===== src/rtl/regfile_2addr_pkg.sv =====
`timescale 1ns/1ps
package regfile_2addr_pkg;
  // reserved microcode scratch slots
  localparam int unsigned SLOT_SRC_ADDR = 12;
  localparam int unsigned SLOT_SRC_DATA = 13;
  localparam int unsigned SLOT_DST_ADDR = 14;
  localparam int unsigned SLOT_DST_DATA = 15;

  typedef enum logic {ADDR_FROM_INSTR = 1'b0, ADDR_FROM_MICRO = 1'b1} addr_origin_e;
endpackage


===== src/rtl/regfile_2addr_addr_sel.sv =====
`timescale 1ns/1ps
module regfile_2addr_addr_sel #(
  parameter int unsigned IFLD_W = 3,
  parameter int unsigned ADDR_W = 4
) (
  input  logic              clk,
  input  logic              rst,
  input  logic              use_micro,
  input  logic              ad_from_src,
  input  logic [IFLD_W-1:0] ir_src,
  input  logic [IFLD_W-1:0] ir_dst,
  input  logic [ADDR_W-1:0] mi_ad,
  input  logic [ADDR_W-1:0] mi_b,
  output logic [ADDR_W-1:0] ad_addr,
  output logic [ADDR_W-1:0] b_addr
);
  import regfile_2addr_pkg::*;

  localparam int unsigned EXT_W = ADDR_W - IFLD_W;

  function automatic logic [ADDR_W-1:0] zext(input logic [IFLD_W-1:0] f);
    return {{EXT_W{1'b0}}, f};
  endfunction

  addr_origin_e origin;
  logic [ADDR_W-1:0] instr_ad, instr_b;

  assign origin   = addr_origin_e'(use_micro);
  assign instr_ad = ad_from_src ? zext(ir_src) : zext(ir_dst);
  assign instr_b  = ad_from_src ? zext(ir_dst) : zext(ir_src);

  // one 2:1 multiplexer per address bit
  for (genvar k = 0; k < ADDR_W; k++) begin : g_bitmux
    assign ad_addr[k] = (origin == ADDR_FROM_MICRO) ? mi_ad[k] : instr_ad[k];
    assign b_addr[k]  = (origin == ADDR_FROM_MICRO) ? mi_b[k]  : instr_b[k];
  end


  instr_hidden_unreachable_chk: assert property (@(posedge clk) disable iff (rst)
    !use_micro |-> (ad_addr < ADDR_W'(1 << IFLD_W)) && (b_addr < ADDR_W'(1 << IFLD_W)));


  instr_ports_distinct_chk: assert property (@(posedge clk) disable iff (rst)
    (!use_micro && ir_src != ir_dst) |-> (ad_addr != b_addr));
endmodule


===== src/rtl/regfile_2addr_store.sv =====
`timescale 1ns/1ps
module regfile_2addr_store #(
  parameter int unsigned DATA_W = 16,
  parameter int unsigned NREG   = 16,
  parameter int unsigned ADDR_W = 4
) (
  input  logic              clk,
  input  logic              rst,
  input  logic              wr_en,
  input  logic [ADDR_W-1:0] ad_addr,
  input  logic [ADDR_W-1:0] b_addr,
  input  logic [DATA_W-1:0] wr_data,
  output logic [DATA_W-1:0] rd_a,
  output logic [DATA_W-1:0] rd_b
);
  logic [NREG-1:0][DATA_W-1:0] q;
  logic                        wr_fire;

  // named event: a write that actually lands
  assign wr_fire = wr_en && !rst && (ad_addr != '0);

  for (genvar i = 0; i < NREG; i++) begin : g_entry
    if (i == 0) begin : g_zero
      assign q[i] = '0;
    end else begin : g_flop
      logic [DATA_W-1:0] r;
      always_ff @(posedge clk) begin
        if (rst)                                       r <= '0;
        else if (wr_en && ad_addr == ADDR_W'(i))       r <= wr_data;
      end
      assign q[i] = r;
    end
  end

  assign rd_a = q[ad_addr];
  assign rd_b = q[b_addr];


  zero_entry_reads_zero_chk: assert property (@(posedge clk) disable iff (rst)
    ((ad_addr == '0) |-> (rd_a == '0)) and ((b_addr == '0) |-> (rd_b == '0)));


  write_lands_chk: assert property (@(posedge clk) disable iff (rst)
    wr_fire |=> (q[$past(ad_addr)] == $past(wr_data)));


  idle_holds_chk: assert property (@(posedge clk) disable iff (rst)
    !wr_en |=> $stable(q));
endmodule


===== src/rtl/regfile_2addr.sv =====
`timescale 1ns/1ps
module regfile_2addr #(
  parameter int unsigned DATA_W = 16,
  parameter int unsigned NREG   = 16,
  parameter int unsigned IFLD_W = 3,
  localparam int unsigned ADDR_W = $clog2(NREG)
) (
  input  logic              clk,
  input  logic              rst,
  input  logic              wr_en,
  input  logic              use_micro,
  input  logic              ad_from_src,
  input  logic [IFLD_W-1:0] ir_src,
  input  logic [IFLD_W-1:0] ir_dst,
  input  logic [ADDR_W-1:0] mi_ad,
  input  logic [ADDR_W-1:0] mi_b,
  input  logic [DATA_W-1:0] wr_data,
  output logic [DATA_W-1:0] rd_a,
  output logic [DATA_W-1:0] rd_b
);
  logic [ADDR_W-1:0] ad_addr, b_addr;

  regfile_2addr_addr_sel #(.IFLD_W(IFLD_W), .ADDR_W(ADDR_W)) u_sel (
    .clk(clk), .rst(rst), .use_micro(use_micro), .ad_from_src(ad_from_src),
    .ir_src(ir_src), .ir_dst(ir_dst), .mi_ad(mi_ad), .mi_b(mi_b),
    .ad_addr(ad_addr), .b_addr(b_addr)
  );

  regfile_2addr_store #(.DATA_W(DATA_W), .NREG(NREG), .ADDR_W(ADDR_W)) u_store (
    .clk(clk), .rst(rst), .wr_en(wr_en), .ad_addr(ad_addr), .b_addr(b_addr),
    .wr_data(wr_data), .rd_a(rd_a), .rd_b(rd_b)
  );


  micro_routes_chk: assert property (@(posedge clk) disable iff (rst)
    (use_micro && mi_ad == mi_b) |-> (rd_a == rd_b));
endmodule


===== config.mk =====
export PLATFORM = sky130hd
export DESIGN_NAME = regfile_2addr
export DESIGN_NICKNAME = d
export VERILOG_FILES = /design/src/rtl/regfile_2addr_pkg.sv /design/src/rtl/regfile_2addr_addr_sel.sv /design/src/rtl/regfile_2addr_store.sv /design/src/rtl/regfile_2addr.sv
export SDC_FILE = /design/constraint.sdc
export NUM_CORES = 1
export LEC_CHECK = 0
export BUFFER_PORTS_ARGS = -buffer_cell sky130_fd_sc_hd__buf_2
export CAP_MARGIN = 5
export CORE_AREA = 2 2 168 170
export CTS_BUF_LIST = sky130_fd_sc_hd__clkbuf_8 sky130_fd_sc_hd__clkbuf_16
export DETAILED_ROUTE_END_ITERATION = 10
export DIE_AREA = 0 0 170 172
export GPL_ROUTABILITY_DRIVEN = 0
export GPL_TIMING_DRIVEN = 0
export SLEW_MARGIN = 10
export SYNTH_ARGS = -nofsm -noshare
export SYNTH_HDL_FRONTEND = slang
export SYNTH_SLANG_ARGS = --single-unit

===== constraint.sdc =====
create_clock -name clk -period 2.4 [get_ports clk]
set_input_delay 0.24 -clock clk [delete_from_list [all_inputs] [get_ports clk]]
set_output_delay 0.24 -clock clk [all_outputs]
set_load 0.01 [all_outputs]

## Yosys cells after proc, flatten, opt, wreduce, memory -nomap -nowiden

Index checks and enable logic that the tools add are counted.

| storage, ports and cells | value |
|---|---|
| register bits | 240 |
| input bits | 35 |
| output and inout bits | 32 |
| word-level logic and storage cells | 61 |

| cells by class | value |
|---|---|
| magnitude comparators | 2 |
| eq/ne operators | 15 |
| muxes and demuxes | 14 |
| reduce and logical (&&, ||, !) cells | 15 |

Operators by type and width:

| cell | number |
|---|---|
| $bmux 16 s4 | 2 |
| $eq 4x4->1 const B | 8 |
| $mux 16 | 2 |
| $eq 4x3->1 const B | 4 |
| $logic_and 1x1->1 | 15 |
| $lt 4x5->1 const B | 2 |
| $eq 4x2->1 const B | 2 |
| $mux 1 | 8 |
| $mux 3 | 2 |
| $eq 4x1->1 const B | 1 |

## Logic depth before layout (Yosys ltp)

| depth | value |
|---|---|
| word-level depth | 4 |
| depth in mapped cells | 10 |
| mapped depth without buffers | 5 |

## Cells and area by module

From an unflattened synthesis, not the netlist that was laid out.

| second synthesis, totals | value |
|---|---|
| cells, all modules | 1443 |
| area total of the unflattened synthesis | 12659.6 sq um |

Modules (own cells, without submodules):

| module | instances | cells each | area an instance (sq um) | sequential area each (sq um) |
|---|---|---|---|---|
| regfile_2addr_store | 1 | 1421 | 12515.8 | 4804.6 |
| regfile_2addr_addr_sel | 1 | 22 | 143.9 | 0.0 |

## Least setup slack after synthesis

No wires, ideal clock.

| timing path | value |
|---|---|
| path kind | input-to-output |
| from | input port ad_from_src |
| to | output port rd_b[10] |
| arrival time | 2.113 ns |
| setup slack | 0.047 ns |
| stages | 7 |
| cells stage by stage | buf_6 mux2i_1 o21ai_1 nor2_1 clkbuf_1 a221oi_1 a2111oi_0 |

| on the way | value |
|---|---|
| longest elaborated chain between the ends | 4 |
| elaborated cells between the ends (all ways) | 6 |
| those cells by class | 6 x mux |

Ends and longest elaborated chain:

| what | line | source |
|---|---|---|
| start: declaration | regfile_2addr.sv:12 | `input logic ad_from_src,` |
| $mux 3 * | regfile_2addr_addr_sel.sv:30 | `assign instr_b = ad_from_src ? zext(ir_dst) : zext(ir_src);` |
| $mux 1 | regfile_2addr_addr_sel.sv:35 | `assign b_addr[k] = (origin == ADDR_FROM_MICRO) ? mi_b[k] : instr_b[k];` |
| $bmux 16 s4 * | regfile_2addr_store.sv:36 | `assign rd_b = q[b_addr];` |
| $mux 16 (not written as such) * | regfile_2addr_store.sv:36 |  |
| end: declaration | regfile_2addr.sv:19 | `output logic [DATA_W-1:0] rd_b` |

Every way passes the cells marked *; elsewhere a longest branch is shown, timed or not. The select of a mux whose other input is x is not followed.

## Worst setup path in the final report

| timing path | value |
|---|---|
| from | input port ad_from_src |
| to | output port rd_b[13] |

The elaborated chain is that of the path after synthesis.

==> results.json <==
{
  "status": "finished with violations",
  "violations": "negative setup slack",
  "grt_pass1_wl_um": 59700,
  "async_reset_ff_frac": 0,
  "worstReg2RegEnd": "u_store.g_entry[1].g_flop.r[4]$_SDFFE_PP0P_",
  "final_cells": 1877,
  "htree_levels": 1,
  "cp.required_ps": 2160,
  "finish.utilization": 0.561,
  "synth_top_family_by_area": "multiplexers",
  "worst_pin_slew_ps": 785,
  "overflow": 0,
  "synth.area.mux_share": 0.294,
  "top_register": "u_store.g_entry.g_flop.r",
  "reg2reg_depth": 2,
  "slew_headroom": 0.477,
  "vdd_drop_max_mv": 0.484,
  "endpoint_kind": "primary output",
  "critPathLaunch": "ad_from_src",
  "totalWireLength_um": 38700,
  "min_period_ps": 2410,
  "io_buffers": 62,
  "fp.coreArea_um2": 27500,
  "row_count": 61,
  "vias_per_cell": 5.74,
  "r2r_start": "u_store.g_entry[1].g_flop.r[4]$_SDFFE_PP0P_",
  "cellLeakagePower_nw": 5.66,
  "synth_area_leader_cell": "dfxtp_1",
  "synth_area_per_cell_um2": 9.05,
  "synthXorXnorAreaFrac": 0,
  "ys_seq_area_frac": 0.377,
  "setup_viol": 1,
  "yosys-top-cells-area": "dfxtp_1, mux2i_1, nand2_1, mux4_2, nor2_1",
  "slew_violations": 0,
  "antenna_found_initial": 0,
  "synth_cell_types": 43,
  "io-pin-count": 67,
  "die_area_um2": 29200,
  "cts_num_sinks": 240,
  "drcViolationCount": 0,
  "grt.total_usage": 0.264,
  "area_growth_pct": 21.1,
  "endpoint": "rd_b[13]",
  "drive_above_1_share": 0.222,
  "cts_buffers": 28,
  "synthAdderAreaFrac": 0,
  "cts_root_buf": "clkbuf_16",
  "clkTransAtPathRegs_ps": 60,
  "startpoint_type": "input port",
  "dp.cells": 1815,
  "wl_per_cell_um": 20.6,
  "power_density_nw_per_um2": 642,
  "synth-compound-area-share": 0.138,
  "drv_cap": 0,
  "fin_nets": 1546,
  "first_global_vias": 10500,
  "holdBufCountCts": 0,
  "synth_seq_cells": 240,
  "netlist_area_um2": 12700,
  "reg_top3": "u_store.g_entry.g_flop.r: 240 flops",
  "fin_crit_sh": 1.00,
  "synth_simple_gate_area_frac": 0.145,
  "yosys_warnings": 0,
  "antennaDiodeCount": 0,
  "syn_inst": 1407,
  "r2r_slack_ps": 1690,
  "rsz0062_at_grt": "yes",
  "drt_iter0_drc": 671,
  "critical_path_class": "input port to primary output",
  "die_w_um": 170,
  "cts_tree": "built",
  "hold_path.class": "input port to flop",
  "insertion_delay_ps": 530,
  "synth_edf_count": 0,
  "die_y_um": 172,
  "syn_nets": 1442,
  "synth-main-ff-cell": "dfxtp_1",
  "synth_top_area_share": 0.377,
  "finClkSkew_ps": 0,
  "start_util": 0.463,
  "hpwl_um": 30400,
  "dr.pass1.iters": 7,
  "via_count": 10800,
  "synth_most_common_cell": "mux2i_1",
  "hold_violations": 0,
  "ant_nets": 0,
  "power_mw": 9.90,
  "cts_buffer_depth": 3,
  "fmax_ghz": 0.415,
  "grt_max_degree": 20,
  "critPathMaxFanout": 10,
  "largest_register_ffs": 240,
  "finalWorstSetupSlack_ps": -6.98,
  "synth_common_cells": "mux2i_1, dfxtp_1, nand2_1",
  "arrival_ps": 2170
}
## power by group
group	leakage (nW)	switching, mW	internal [mW]
Clock	0.485	1.71	2.61
Combinational	3.23	0.887	0.585
Sequential	1.94	0.0532	4.05
## kinds of logic after synthesis
| group | Yosys count |
|---|---|
| AO/OA/AOI/OAI | 268 |
| multiplexers | 327 |
| buffers and inverters | 129 |
| AND/OR/NAND/NOR | 443 |
| flip-flops | 240 |
## cell usage in the layout (no fill, tap or decap), types with 4 or more instances in the layout
cell type / n
buf_4: 22
a21oi_1: 128
buf_12: 4
nand2_1: 227
a221oi_2: 4
a211o_1: 16
mux4_2: 32
mux2i_2: 7
clkbuf_8: 9
a2111oi_4: 13
clkbuf_16: 30
clkinv_2: 4
nor2_1: 179
o22ai_1: 32
clkbuf_2: 13
a22oi_1: 16
buf_2: 74
buf_8: 4
o2bb2ai_1: 16
clkbuf_1: 58
mux2i_1: 236
buf_6: 15
mux2_2: 49
a221oi_4: 12
nor3_2: 7
inv_1: 6
clkbuf_4: 7
a22o_1: 16
nand3_1: 4
dfxtp_1: 240
## worst max-delay path, stage by stage
cell and delay, ps:
buf_6 130, mux2i_2 360, o21a_4 230, clkbuf_4 220, a21oi_1 50, a22o_1 250
a2111oi_4 470, buf_2 210
## stage by stage
stage	setup WS [ps]	setup TNS (ps)	hold slack [ps]	area, um^2
2_1_floorplan	46.7	0	387	12700
3_3_place_gp	-1080	-21400	451	13500
3_5_place_dp	-1050	-24060	463	13500
4_1_cts	-3.76	-6.61	2.89	15200
5_1_grt	-42.0	-110	38.8	15400
6_report	-6.98	-6.98	22.1	15400
## layer usage
metal  global-route usage  vias to the layer above  routed length [um]
li1                     -                     5234                   -
met1                0.347                     5147               17100
met2                0.459                      327               18500
met3               0.0330                       62                2190
met4               0.0721                        0                 974
met5                    0                        -                   0
## repair_timing
| item | in CTS | in global routing |
|---|---|---|
| pin swaps | 16 | 17 |
| resized for setup | 153 | 43 |
| setup endpoints to repair | 32 | 32 |
| buffers inserted | 7 | 5 |
| gates cloned | 2 | 1 |
## worst min-delay path by stage
stage / from / to / slack, ps / cells past startpoint
6_report: wr_data[15] / u_store.g_entry[3].g_flop.r[15]$_SDFFE_PP0P_ / 20 / 3
5_1_grt: wr_data[2] / u_store.g_entry[4].g_flop.r[2]$_SDFFE_PP0P_ / 40 / 3
4_1_cts: wr_data[15] / u_store.g_entry[3].g_flop.r[15]$_SDFFE_PP0P_ / 3 / 3
3_5_place_dp: u_store.g_entry[8].g_flop.r[2]$_SDFFE_PP0P_ / u_store.g_entry[8].g_flop.r[2]$_SDFFE_PP0P_ / 460 / 2
3_3_place_gp: u_store.g_entry[8].g_flop.r[5]$_SDFFE_PP0P_ / u_store.g_entry[8].g_flop.r[5]$_SDFFE_PP0P_ / 450 / 2
2_1_floorplan: wr_data[10] / u_store.g_entry[2].g_flop.r[10]$_SDFFE_PP0P_ / 390 / 2
## cell type report
cell class                 count  area (um^2)
tap                          346          433
sequential                   240         4800
inverter                       2         7.51
clock buffer                  36          822
multi-input combinational   1038         7970
clock inverter                14          129
fill                        2450        12100
timing repair buffer          77          490
buffer                       124          769
No activity file was read; power rests on OpenSTA's default activity.
